## src/rtl/fwg_pkg.sv

```systemverilog
package fwg_pkg;

  // Strobes passed from the control half to the timing datapath
  typedef struct packed {
    logic wrActive;   // registered qualified write
    logic wrStart;    // first cycle of a write
    logic dataFall;   // write-data falling edge seen this cycle
    logic clrAll;     // supply not good: flush all state
  } wgStrobe_t;

  // Microseconds to clock cycles, never below one cycle
  function automatic int usToCycles(input int clkHz, input int us);
    int cyc;
    cyc = ((clkHz / 1000) * us) / 1000;
    return (cyc < 1) ? 1 : cyc;
  endfunction

endpackage

```

## src/rtl/fwg_ctrl.sv

```systemverilog
module fwg_ctrl
  import fwg_pkg::*;
(
  input  logic       clk,
  input  logic       rstN,
  input  logic       wrEnN,
  input  logic       unitSelN,
  input  logic       wrProtN,
  input  logic       powerGood,
  input  logic       wrDataN,
  output wgStrobe_t  strobe,
  output logic       intWrite
);

  logic wrGo;
  logic wrActQ;
  logic startQ;
  logic dataQ;

  // Write is refused unless selected, unprotected and powered
  assign wrGo = !wrEnN && !unitSelN && wrProtN && powerGood;

  always_ff @(posedge clk or negedge rstN) begin
    if (!rstN) begin
      wrActQ <= 1'b0;
      startQ <= 1'b0;
      dataQ  <= 1'b1;
    end else begin
      wrActQ <= wrGo;
      startQ <= wrGo && !wrActQ;
      dataQ  <= wrDataN;
    end
  end

  always_comb begin
    strobe.wrActive = wrActQ;
    strobe.wrStart  = startQ;
    strobe.dataFall = dataQ && !wrDataN;
    strobe.clrAll   = !powerGood;
  end

  assign intWrite = wrActQ;

  // internal write only follows a fully qualified request
  p_gate_r1: assert property (@(posedge clk) disable iff (!rstN)
    intWrite |-> $past(!wrEnN && !unitSelN && wrProtN && powerGood));

  // start strobe marks only the first write cycle
  p_start_r9: assert property (@(posedge clk) disable iff (!rstN)
    strobe.wrStart |-> (strobe.wrActive && !$past(strobe.wrActive)));

endmodule

```

## src/rtl/fwg_datapath.sv

```systemverilog
module fwg_datapath
  import fwg_pkg::*;
#(
  parameter int ON_CYC    = 3120,
  parameter int HOLD_CYC  = 7200,
  parameter int EARLY_CYC = 32
)(
  input  logic      clk,
  input  logic      rstN,
  input  wgStrobe_t strobe,
  output logic      wrBusy,
  output logic      eraseEn,
  output logic      writePhase,
  output logic      earlyFlag
);

  localparam int CNT_MAX = (ON_CYC > EARLY_CYC) ? ON_CYC : EARLY_CYC;
  localparam int ON_W    = $clog2(CNT_MAX + 1);
  localparam int HOLD_W  = $clog2(HOLD_CYC + 1);

  localparam logic [ON_W-1:0]   CNT_TOP   = ON_W'(CNT_MAX);
  localparam logic [ON_W-1:0]   ON_LAST   = ON_W'(ON_CYC - 1);
  localparam logic [ON_W-1:0]   ON_FULL   = ON_W'(ON_CYC);
  localparam logic [ON_W-1:0]   EARLY_LIM = ON_W'(EARLY_CYC - 1);
  localparam logic [HOLD_W-1:0] HOLD_LOAD = HOLD_W'(HOLD_CYC);

  logic [ON_W-1:0]   onCnt;
  logic [HOLD_W-1:0] holdCnt;
  logic              eraseArmed;
  logic              togQ;
  logic              earlyQ;
  logic              holdLive;

  assign holdLive = (holdCnt != '0);
  assign wrBusy   = strobe.wrActive || holdLive;

  // Time since write start, saturating
  always_ff @(posedge clk or negedge rstN) begin
    if (!rstN) begin
      onCnt <= '0;
    end else if (strobe.clrAll || !strobe.wrActive) begin
      onCnt <= '0;
    end else if (onCnt != CNT_TOP) begin
      onCnt <= onCnt + 1'b1;
    end
  end

  // Retriggerable erase hold
  always_ff @(posedge clk or negedge rstN) begin
    if (!rstN) begin
      holdCnt <= '0;
    end else if (strobe.clrAll) begin
      holdCnt <= '0;
    end else if (strobe.wrActive) begin
      holdCnt <= HOLD_LOAD;
    end else if (strobe.dataFall && holdLive) begin
      holdCnt <= HOLD_LOAD;
    end else if (holdLive) begin
      holdCnt <= holdCnt - 1'b1;
    end
  end

  // Erase arms once the on-delay completes, disarms when busy ends
  always_ff @(posedge clk or negedge rstN) begin
    if (!rstN) begin
      eraseArmed <= 1'b0;
    end else if (strobe.clrAll) begin
      eraseArmed <= 1'b0;
    end else if (strobe.wrActive && (onCnt == ON_LAST)) begin
      eraseArmed <= 1'b1;
    end else if (!wrBusy) begin
      eraseArmed <= 1'b0;
    end
  end

  assign eraseEn = eraseArmed && wrBusy;

  // Write-current direction flip-flop, enabled by write-busy
  always_ff @(posedge clk or negedge rstN) begin
    if (!rstN) begin
      togQ <= 1'b0;
    end else if (strobe.clrAll) begin
      togQ <= 1'b0;
    end else if (strobe.dataFall && wrBusy) begin
      togQ <= ~togQ;
    end
  end

  assign writePhase = togQ;

  // Sticky too-soon data edge flag
  always_ff @(posedge clk or negedge rstN) begin
    if (!rstN) begin
      earlyQ <= 1'b0;
    end else if (strobe.clrAll) begin
      earlyQ <= 1'b0;
    end else if (strobe.dataFall && strobe.wrActive && (onCnt < EARLY_LIM)) begin
      earlyQ <= 1'b1;
    end else if (strobe.wrStart) begin
      earlyQ <= 1'b0;
    end
  end

  assign earlyFlag = earlyQ;

  // erase comes on only when the on-delay has fully elapsed
  p_erase_rise_r2: assert property (@(posedge clk) disable iff (!rstN)
    $rose(eraseEn) |-> (onCnt == ON_FULL));

  // idle hold counts down one per cycle
  p_hold_step_r4: assert property (@(posedge clk) disable iff (!rstN)
    (!strobe.wrActive && holdLive && !strobe.dataFall && !strobe.clrAll)
      |=> (holdCnt == $past(holdCnt) - 1'b1));

  // a qualified data edge flips the phase
  p_toggle_r6: assert property (@(posedge clk) disable iff (!rstN)
    (strobe.dataFall && wrBusy && !strobe.clrAll) |=> (togQ != $past(togQ)));

  // loss of supply flushes busy and erase
  p_clear_r8: assert property (@(posedge clk) disable iff (!rstN)
    strobe.clrAll |=> (!wrBusy && !eraseEn && !togQ));

  // flag rises only on a too-soon edge inside a write
  p_early_r9: assert property (@(posedge clk) disable iff (!rstN)
    $rose(earlyQ) |-> $past(strobe.dataFall && strobe.wrActive && (onCnt < EARLY_LIM)));

endmodule

```

## src/rtl/flop_write_gate.sv

```systemverilog
module flop_write_gate
  import fwg_pkg::*;
#(
  parameter int CLK_HZ        = 8_000_000,
  parameter int ERASE_ON_US   = 390,
  parameter int ERASE_HOLD_US = 900,
  parameter int EARLY_US      = 4
)(
  input  logic clk,
  input  logic rstN,
  input  logic wrEnN,
  input  logic unitSelN,
  input  logic wrProtN,
  input  logic powerGood,
  input  logic wrDataN,
  output logic intWrite,
  output logic wrBusy,
  output logic eraseEn,
  output logic phaseA,
  output logic phaseB,
  output logic readEn,
  output logic earlyFlag
);

  localparam int ON_CYC    = usToCycles(CLK_HZ, ERASE_ON_US);
  localparam int HOLD_CYC  = usToCycles(CLK_HZ, ERASE_HOLD_US);
  localparam int EARLY_CYC = usToCycles(CLK_HZ, EARLY_US);

  wgStrobe_t strobe;
  logic      writePhase;

  fwg_ctrl ctrl_i (
    .clk       (clk),
    .rstN      (rstN),
    .wrEnN     (wrEnN),
    .unitSelN  (unitSelN),
    .wrProtN   (wrProtN),
    .powerGood (powerGood),
    .wrDataN   (wrDataN),
    .strobe    (strobe),
    .intWrite  (intWrite)
  );

  fwg_datapath #(
    .ON_CYC    (ON_CYC),
    .HOLD_CYC  (HOLD_CYC),
    .EARLY_CYC (EARLY_CYC)
  ) dp_i (
    .clk        (clk),
    .rstN       (rstN),
    .strobe     (strobe),
    .wrBusy     (wrBusy),
    .eraseEn    (eraseEn),
    .writePhase (writePhase),
    .earlyFlag  (earlyFlag)
  );

  assign phaseA = intWrite && !writePhase;
  assign phaseB = intWrite && writePhase;
  assign readEn = !wrBusy;

endmodule

```

## config.mk

```make
export PLATFORM = sky130hd
export DESIGN_NAME = flop_write_gate
export DESIGN_NICKNAME = d
export VERILOG_FILES = /design/src/rtl/fwg_pkg.sv /design/src/rtl/fwg_ctrl.sv /design/src/rtl/fwg_datapath.sv /design/src/rtl/flop_write_gate.sv
export SDC_FILE = /design/constraint.sdc
export NUM_CORES = 1
export LEC_CHECK = 0
export BUFFER_PORTS_ARGS = -buffer_cell sky130_fd_sc_hd__buf_2
export CORE_MARGIN = 3
export CORE_UTILIZATION = 40
export CTS_CLUSTER_SIZE = 30
export DETAILED_ROUTE_END_ITERATION = 16
export RECOVER_POWER = 50
export SYNTH_ARGS = -nofsm -noshare
export SYNTH_HDL_FRONTEND = slang
export SYNTH_SLANG_ARGS = --single-unit
```

## constraint.sdc

```tcl
create_clock -name clk -period 2.4 [get_ports clk]
set_input_delay 0.12 -clock clk [delete_from_list [all_inputs] [get_ports clk]]
set_output_delay 0.12 -clock clk [all_outputs]
set_load 0.05 [all_outputs]
```

==> results of run 1 <==
[state kept, by name, summed over array words and instances (netlist names)]
name,flops
dp_i.holdCnt,13
dp_i.eraseArmed,1
dp_i.earlyFlag,1
ctrl_i.startQ,1
dp_i.writePhase,1
ctrl_i.intWrite,1
ctrl_i.dataQ,1
dp_i.onCnt,12
[layout make-up]
| class | instances | area, um2 | share of cell area (%) |
|---|---|---|---|
| flip-flops and latches | 31 | 777 | 42.8 |
| repair buffers | 18 | 109 | 6.00 |
| inverters | 7 | 26.3 | 1.45 |
| well taps | 48 | 60.1 | 3.31 |
| multi-input cells | 113 | 761 | 41.9 |
| clock buffers | 7 | 76.3 | 4.21 |
| clock inverters | 1 | 5.00 | 0.276 |
[worst max path at each step]
stage / slack (ns) / startpoint / cells past startpoint / to
2_1_floorplan: 0.39 / dp_i.holdCnt[0]$_DFFE_PN0P_ / 6 / dp_i.eraseArmed$_DFFE_PN0P_
3_3_place_gp: 0.58 / dp_i.holdCnt[0]$_DFFE_PN0P_ / 6 / eraseEn
3_5_place_dp: 0.49 / dp_i.holdCnt[0]$_DFFE_PN0P_ / 6 / eraseEn
4_1_cts: 0.18 / dp_i.holdCnt[0]$_DFFE_PN0P_ / 6 / eraseEn
5_1_grt: 0.03 / dp_i.holdCnt[0]$_DFFE_PN0P_ / 6 / eraseEn
6_report: 0.21 / dp_i.holdCnt[0]$_DFFE_PN0P_ / 6 / eraseEn
[cell usage after synthesis (2+ instances only)]
| cell | n | area (um2) |
|---|---|---|
| nor2b_1 | 3 | 18.8 |
| and4_1 | 2 | 17.5 |
| o22ai_1 | 2 | 12.5 |
| nand2_1 | 12 | 45.0 |
| nand3_1 | 8 | 40.0 |
| o21a_1 | 2 | 15.0 |
| mux2i_1 | 3 | 30.0 |
| nor3_1 | 3 | 15.0 |
| nor3b_2 | 2 | 25.0 |
| xnor2_1 | 7 | 61.3 |
| xor2_1 | 9 | 78.8 |
| inv_1 | 7 | 26.3 |
| dfrtp_1 | 30 | 751 |
| nand4_1 | 4 | 25.0 |
| nor4_1 | 3 | 18.8 |
| nand4b_1 | 3 | 26.3 |
| and2_1 | 2 | 12.5 |
| ha_1 | 3 | 37.5 |
| clkbuf_1 | 4 | 15.0 |
| nor2_1 | 22 | 82.6 |
| a21oi_1 | 7 | 35.0 |
[logic make-up after synthesis]
| group | Yosys count | share of synthesized area [%] |
|---|---|---|
| flip-flops | 31 | 49.2 |
| multiplexers | 4 | 2.61 |
| adder cells (fa/ha/maj) | 3 | 2.38 |
| XOR/XNOR | 16 | 8.88 |
| AO/OA/AOI/OAI | 14 | 5.55 |
| AND/OR/NAND/NOR | 76 | 28.8 |
| buffers and inverters | 11 | 2.61 |
[where the power goes]
group	switching [mW]	leakage [nW]	internal (mW)
clock network	0.190	0.0422	0.203
logic	0.409	0.328	0.299
registers	0.122	0.419	0.616
[worst reg2reg max path: stages (launching register included)]
cell	delay [ns]
dfrtp_1	0.43
inv_1	0.08
ha_1	0.17
nor3b_2	0.48
nand4b_1	0.26
mux2i_1	0.17
nor3b_1	0.20
[through the flow]
| step | power (mW) | instances | hold slack (ns) | cell area [um2] | setup WS [ns] |
|---|---|---|---|---|---|
| after floorplan | 1.28 | 155 | -0.176 | 1580 | 0.394 |
| after global placement | 1.43 | 213 | 0.198 | 1700 | 0.580 |
| after detailed placement | 1.45 | 213 | 0.207 | 1700 | 0.492 |
| after CTS | 1.86 | 225 | 0.111 | 1820 | 0.185 |
| after global routing | 1.95 | 225 | 0.133 | 1810 | 0.0260 |
| final | 1.84 | 225 | 0.123 | 1810 | 0.208 |
[repair_timing]
| action | 4_1_cts | 5_1_grt |
|---|---|---|
| hold endpoints to repair | 32 | 0 |
| resized for setup | 0 | 0 |
| hold buffers | 4 | 0 |
| buffers inserted | 0 | 0 |
[layer usage]
metal	track usage, %	vias to the layer above	wire length [um]
li1	-	580	-
met1	19.0	588	1430
met2	26.2	23	1540
met3	5.02	6	127
met4	7.30	0	61
met5	0	-	0
[cell usage in the layout (no fill, tap or decap), drive strengths merged, types with 5 or more instances in the layout]
cell	instances
inv	7
xor2	9
nand3	9
dfrtp	30
nand2	12
nand4	5
nor2	22
buf	11
clkbuf	10
nor4	5
a21oi	7
xnor2	7
==> metrics.cfg, run 1 <==
[status]
status = finished with violations
violations = max-capacitance violations, max-slew violations

[synthesis]
syn_area_um2 = 1580
synth_edf_count = 0
synth_cells = 155
synth.distinct_cells = 38
synth_ff_type = dfrtp_1
synthArstFlopShare_pct = 100
syn-num-nets = 165
ys_seq_elements = 31
avgSynthCellArea_um2 = 10.2
ys.warnings.count = 0
seq_area_frac_synth_pct = 49.2

[worst_setup_path]
critPathTopFamily = simple AND/OR/NAND/NOR gates
max_stage_delay_ns = 0.48
worstPathRequired_ns = 2.28
path_max_fanout = 7
crit_chain = inv_1, ha_1, nor3b_2, nand4_4, and2_4, buf_2
cp-end-kind = output port
path_buf_inv = 2
arrival_ns = 2.07
crit_type = reg -> out
cp_slowest_cell = nor3b_2
r2r_slack_ns = 0.52
worst-r2r-cell-count = 6
worstReg2RegStart = dp_i.holdCnt[0]$_DFFE_PN0P_
startpoint_type = flop
worstReg2RegEnd = dp_i.holdCnt[0]$_DFFE_PN0P_

[floorplan]
coreArea_um2 = 3740
dieArea_um2 = 4740
die_h_um = 68.8
rows = 22
pin_count = 14
initial_core_util_pct = 42.2
die_w_um = 68.8

[layout]
fin_nets = 186
fill_cells = 379
area_growth_pct = 14.9
drive_above_1_share_pct = 15.8
diodes = 0
fin_util_pct = 48.5

[clock_tree]
clockBufferDepth = 2
cts.clk_slew.worst_paths_ns = 0.06
cts_sinks = 31
cts_made_buffers = 5
cts_root_buf = clkbuf_8
h-tree-depth = 2
clk_latency_ns = 0.29
cts_tree = built

[hold_path]
holdPathStages = 3
worstHoldStart = wrEnN
holdPathEnd = ctrl_i.startQ$_DFF_PN0_
hold_path_class = in -> reg

[timing]
skew_ns = 0.00551
slew_violations = 32
hold_viol = 0
fmax_ghz = 0.456
relSlewSlack_pct = -8.14
rsz0062_at_grt = false
setup_viol = 0
finalSetupTns_ns = 0
min_period_ns = 2.19
tightest_slew_ns = 1.62
timing.final.crit_share_pct = 91.3

[power_and_ir_drop]
power.density_nw_per_um2 = 1010
power_leakage_nw = 0.789
irDropWorstVdd_uv = 551

[run]
drv_cap = 1

[detailed_routing]
drtAntennaViolNets = 0
drtPass1Iterations = 4
vias = 1197
wire_per_inst_um = 14.0
drt_iter0_drc = 38
routed_wl_um = 3160
vias_per_cell = 5.32
drc = 0

[placed_design]
post-dp-hpwl_um = 2200
io_buffer_count = 13
gp_congestion = 0.790

[global_routing]
antenna_found_initial = 0
grt_pass1_wl_um = 5480
grt_pass1_vias = 1201
grt_overflow = 0
grt_max_degree = 32
grtUsageTotal_pct = 16.0

Note: power is estimated with default switching activity, not from simulation.
==> run 2: changes to the inputs <==
==> constraint.sdc (replaced) <==
create_clock -name clk -period 2.4 [get_ports clk]
set_input_delay 0.24 -clock clk [delete_from_list [all_inputs] [get_ports clk]]
set_output_delay 0.24 -clock clk [all_outputs]
set_load 0.05 [all_outputs]
==> metrics.cfg, run 2 (same netlist as run 1, synthesis figures left out) <==
[global_routing]
met3_usage_pct = 3.08
grt_max_degree = 32
grt_pass1_vias = 1161
antenna_found_initial = 0
grtUsageTotal_pct = 15.4
groute.layer.met1.usage_pct = 20.8
grt_use_met2_pct = 24.1
grt.busiest_layer = met2
grt_pass1_wl_um = 5390
grt_overflow = 0

[hold_path]
hold_path_class = in -> reg

[power_and_ir_drop]
swShare_pct = 37.6
internal_power_mw = 1.17
combPwrFrac_pct = 36.7
pwr-share-clk_pct = 23.9
power.density_nw_per_um2 = 1050
p_seq_share_pct = 39.4
power_switching_mw = 0.705
irDropWorstVdd_uv = 655
power_leakage_nw = 0.781

[floorplan]
rows = 22
dieArea_um2 = 4740
coreArea_um2 = 3740
initial_core_util_pct = 42.2
die_w_um = 68.8
die_h_um = 68.8
pin_count = 14

[worst_setup_path]
critPathLaunch = dp_i.holdCnt[4]$_DFFE_PN0P_
cp-end-kind = output port
worstReg2RegStart = dp_i.holdCnt[0]$_DFFE_PN0P_
worstPathRequired_ns = 2.16
worstReg2RegEnd = dp_i.holdCnt[1]$_DFFE_PN0P_
path_max_fanout = 8
worst-r2r-cell-count = 7
startpoint_type = flop
crit_type = reg -> out
crit_path_end = eraseEn
r2r_slack_ns = 0.65
arrival_ns = 1.88

[timing]
tightest_slew_ns = 1.66
slew_violations = 32
fmax_ghz = 0.472
finalSetupTns_ns = 0
timing.final.crit_share_pct = 88.2
min_period_ns = 2.12
finalWorstSetupSlack_ns = 0.283
rsz0062_at_grt = false
hold_viol = 0
skew_ns = 0.00672
relSlewSlack_pct = -10.4
setup_viol = 0

[detailed_routing]
drc = 0
drt_iter0_drc = 43
drtPass1Iterations = 4
drtAntennaViolNets = 0
vias = 1148
wire_per_inst_um = 13.5
routed_wl_um = 2990
vias_per_cell = 5.19

[placed_design]
placed_cell_area_um2 = 1700
gp_congestion = 0.813
dp.cells = 213
post-dp-hpwl_um = 2090
io_buffer_count = 13
place_ws_ns = 0.580

[clock_tree]
cts_made_buffers = 5
h-tree-depth = 2
cts_sinks = 31
cts_root_buf = clkbuf_8
cts_setup_buffers = 0
holdBufCountCts = 0
clk_latency_ns = 0.27
clockBufferDepth = 2
cts_tree = built
cts.clk_slew.worst_paths_ns = 0.06
cts_resized = 0

[layout]
top_register = dp_i.holdCnt
drive_above_1_share_pct = 16.8
final_area_um2 = 1790
area_growth_pct = 13.5
largest_registers = dp_i.holdCnt (13), dp_i.onCnt (12)
fin_util_pct = 47.9
final_common_cell = dfrtp_1
layout.cells.non_filler = 221
fin_nets = 182
diodes = 0
final_cell_mix = dfrtp_1, nor2_1, nand2_1
largest_reg_flops = 13

[status]
violations = max-capacitance violations, max-slew violations
status = finished with violations

[run]
drv_cap = 1

-- run 2: cell type report --
type	instances	area (um2)
tap	48	60.1
sequential	31	777
timing repair buffer	14	68.8
fill	362	1950
multi-input combinational	113	761
clock buffer	8	100
inverter	7	26.3
-- run 2: worst max-delay path, cell delays in order, from the launching register on --
cell	delay, ns
dfrtp_1	0.45
nor4_4	0.53
nand4_4	0.21
and2_4	0.21
buf_2	0.20
-- run 2: how the worst min path moves through the flow --
stage          startpoint                            to  slack [ns]  cells after the start
2_1_floorplan        rstN     ctrl_i.intWrite$_DFF_PN0_       -0.06                      0
5_1_grt           wrDataN        ctrl_i.dataQ$_DFF_PN1_        0.05                      1
4_1_cts              rstN   dp_i.holdCnt[2]$_DFFE_PN0P_        0.03                      1
3_5_place_dp         rstN  dp_i.holdCnt[11]$_DFFE_PN0P_        0.33                      1
3_3_place_gp         rstN  dp_i.holdCnt[11]$_DFFE_PN0P_        0.32                      1
6_report          wrDataN        ctrl_i.dataQ$_DFF_PN1_        0.06                      1
-- run 2: layer usage --
metal / routed length [um] / part of all wire (%) / vias to the layer above
li1: - / - / 572
met1: 1430 / 48 / 553
met2: 1420 / 47 / 18
met3: 99 / 3.3 / 5
met4: 44 / 1.5 / 0
met5: 0 / 0 / -
-- run 2: power by group through the flow --
stage               Clock [mW]  Sequential [mW]  Combinational, mW
CTS                      0.461            0.739              0.702
detailed placement           0            0.744              0.695
global route             0.480            0.757              0.770
finish                   0.448            0.739              0.687
global placement             0            0.737              0.686
floorplan                    0            0.723              0.561
-- run 2: stage by stage --
stage	hold WS, ns	total power [mW]
2_1_floorplan	-0.0556	1.28
3_3_place_gp	0.318	1.42
3_5_place_dp	0.332	1.44
4_1_cts	0.0300	1.90
5_1_grt	0.0525	2.01
6_report	0.0550	1.87
==> run 3: changes to the inputs <==
- BUFFER_PORTS_ARGS: -buffer_cell sky130_fd_sc_hd__buf_2 -> -buffer_cell sky130_fd_sc_hd__buf_4
- TNS_END_PERCENT: default -> 100
- clock period: 2.4 -> 1.8 ns (I/O delays scaled with it)
==> metrics.cfg, run 3 (same netlist as run 1, synthesis figures left out) <==
[layout]
top_register = dp_i.holdCnt
drive_above_1_share_pct = 25.0
largest_reg_flops = 13
largest_registers = dp_i.holdCnt (13), dp_i.onCnt (12)
final_cell_mix = dfrtp_1, buf_4, nor2_1
diodes = 0
fin_nets = 197
final_common_cell = dfrtp_1
area_growth_pct = 23.5

[timing]
skew_ns = 0.00485
finalWorstSetupSlack_ns = -0.0323
slew_violations = 0
min_period_ns = 1.83
relSlewSlack_pct = 48.3
setup_viol = 1
whs_ns = -0.00882
timing.final.crit_share_pct = 102
hold_viol = 1
fmax_ghz = 0.546
tightest_slew_ns = 0.776
rsz0062_at_grt = true
finalSetupTns_ns = -0.0323

[floorplan]
pin_count = 14
die_h_um = 68.8
initial_core_util_pct = 42.2
dieArea_um2 = 4740
rows = 22
coreArea_um2 = 3740
die_w_um = 68.8

[global_routing]
groute.layer.met1.usage_pct = 21.7
met3_usage_pct = 3.89
grtUsageTotal_pct = 17.1
grt_pass1_wl_um = 5750
grt_max_degree = 32
grt_pass1_vias = 1241
grt.busiest_layer = met2
grt_overflow = 0
grt_use_met2_pct = 27.5
antenna_found_initial = 0

[clock_tree]
cts_made_buffers = 5
cts_root_buf = clkbuf_8
cts_tree = built
cts.clk_slew.worst_paths_ns = 0.06
clk_latency_ns = 0.28
h-tree-depth = 2
cts_sinks = 31
clockBufferDepth = 2

[status]
status = finished with violations
violations = negative hold slack, negative setup slack

[power_and_ir_drop]
power.density_nw_per_um2 = 1450
power_leakage_nw = 0.859
irDropWorstVdd_uv = 739
p_seq_share_pct = 34.1
power_switching_mw = 1.05
internal_power_mw = 1.78
pwr-share-clk_pct = 19.7
swShare_pct = 37.2
combPwrFrac_pct = 46.2

[worst_setup_path]
arrival_ns = 1.65
cp-end-kind = output port
path_max_fanout = 5
crit_type = reg -> out
startpoint_type = flop
worstPathRequired_ns = 1.62

[detailed_routing]
drt_iter0_drc = 45
vias = 1205
drc = 0
routed_wl_um = 3330
vias_per_cell = 5.11
drtPass1Iterations = 4
wire_per_inst_um = 14.1
drtAntennaViolNets = 0

[placed_design]
gp_congestion = 0.850
place_ws_ns = 0.168
io_buffer_count = 13
post-dp-hpwl_um = 2360

[hold_path]
hold_path_class = in -> reg

[run]
drv_cap = 0

run 3: cell types whose count changed in the layout (fill, tap and decap cells not counted), sizes merged:
cell,delta
buf,+14
dlygate4sd3,+1
clkbuf,-1
clkinv,+1
run 3: per-layer routing:
layer  routed length, um  part of all wire [%]
met5                   0                     0
met4                  58                   1.7
met3                  85                   2.6
met2                1620                    49
met1                1570                    47
run 3: power by group through the flow:
stage	clock network [mW]	logic [mW]	registers, mW
5_1_grt	0.602	1.45	0.985
4_1_cts	0.572	1.23	0.967
2_1_floorplan	0	0.769	0.971
6_report	0.556	1.31	0.966
3_3_place_gp	0	1.03	0.990
3_5_place_dp	0	1.06	1.00
run 3: stage by stage:
step	power, mW	std cells	utilization (%)	instance area [um2]	hold WS, ns
2_1_floorplan	1.74	155	-	1590	-0.116
3_3_place_gp	2.02	217	47.3	1770	0.136
3_5_place_dp	2.06	217	47.3	1770	0.137
4_1_cts	2.77	233	51.5	1930	0.0109
5_1_grt	3.03	236	52.1	1950	0.00521
6_report	2.83	236	52.1	1950	-0.00882
run 3: timing repair:
action / CTS / global route
gates resized for setup: 1 / 2
endpoints found under the setup margin: 3 / 3
endpoints found under the hold margin: 30 / 0
setup buffers: 7 / 3
pin swaps: 2 / 4
hold buffers: 1 / 0
run 3: area by class of cell:
class / count / area (um2)
Clock buffer: 7 / 86.3
Clock inverter: 1 / 5.00
Fill cell: 365 / 1790
Inverter: 7 / 26.3
Multi-Input combinational cell: 113 / 777
Sequential cell: 31 / 777
Tap cell: 48 / 60.1
Timing Repair Buffer: 29 / 218
run 3: worst paths after layout:
| path | depth (start not counted) | from | slack [ns] | end |
|---|---|---|---|---|
| worst max-delay path | 6 | dp_i.holdCnt[0]$_DFFE_PN0P_ | -0.03 | eraseEn |
| worst min-delay path | 1 | wrDataN | -0.009 | ctrl_i.dataQ$_DFF_PN1_ |
| worst max register to register | 8 | dp_i.holdCnt[0]$_DFFE_PN0P_ | 0.09 | dp_i.holdCnt[1]$_DFFE_PN0P_ |
| worst min register to register | 2 | dp_i.holdCnt[12]$_DFFE_PN0P_ | 0.56 | dp_i.holdCnt[12]$_DFFE_PN0P_ |
| max in group asynchronous | 2 | rstN | 0.80 | dp_i.eraseArmed$_DFFE_PN0P_ |
| min in group asynchronous | 2 | rstN | 0.51 | dp_i.holdCnt[7]$_DFFE_PN0P_ |
run 3: worst max-delay path, stage by stage, from the launching register on:
cell     delay, ns
dfrtp_1       0.38
inv_1         0.06
ha_2          0.17
nor3b_4       0.26
nand4_4       0.16
and2_4        0.20
buf_6         0.14
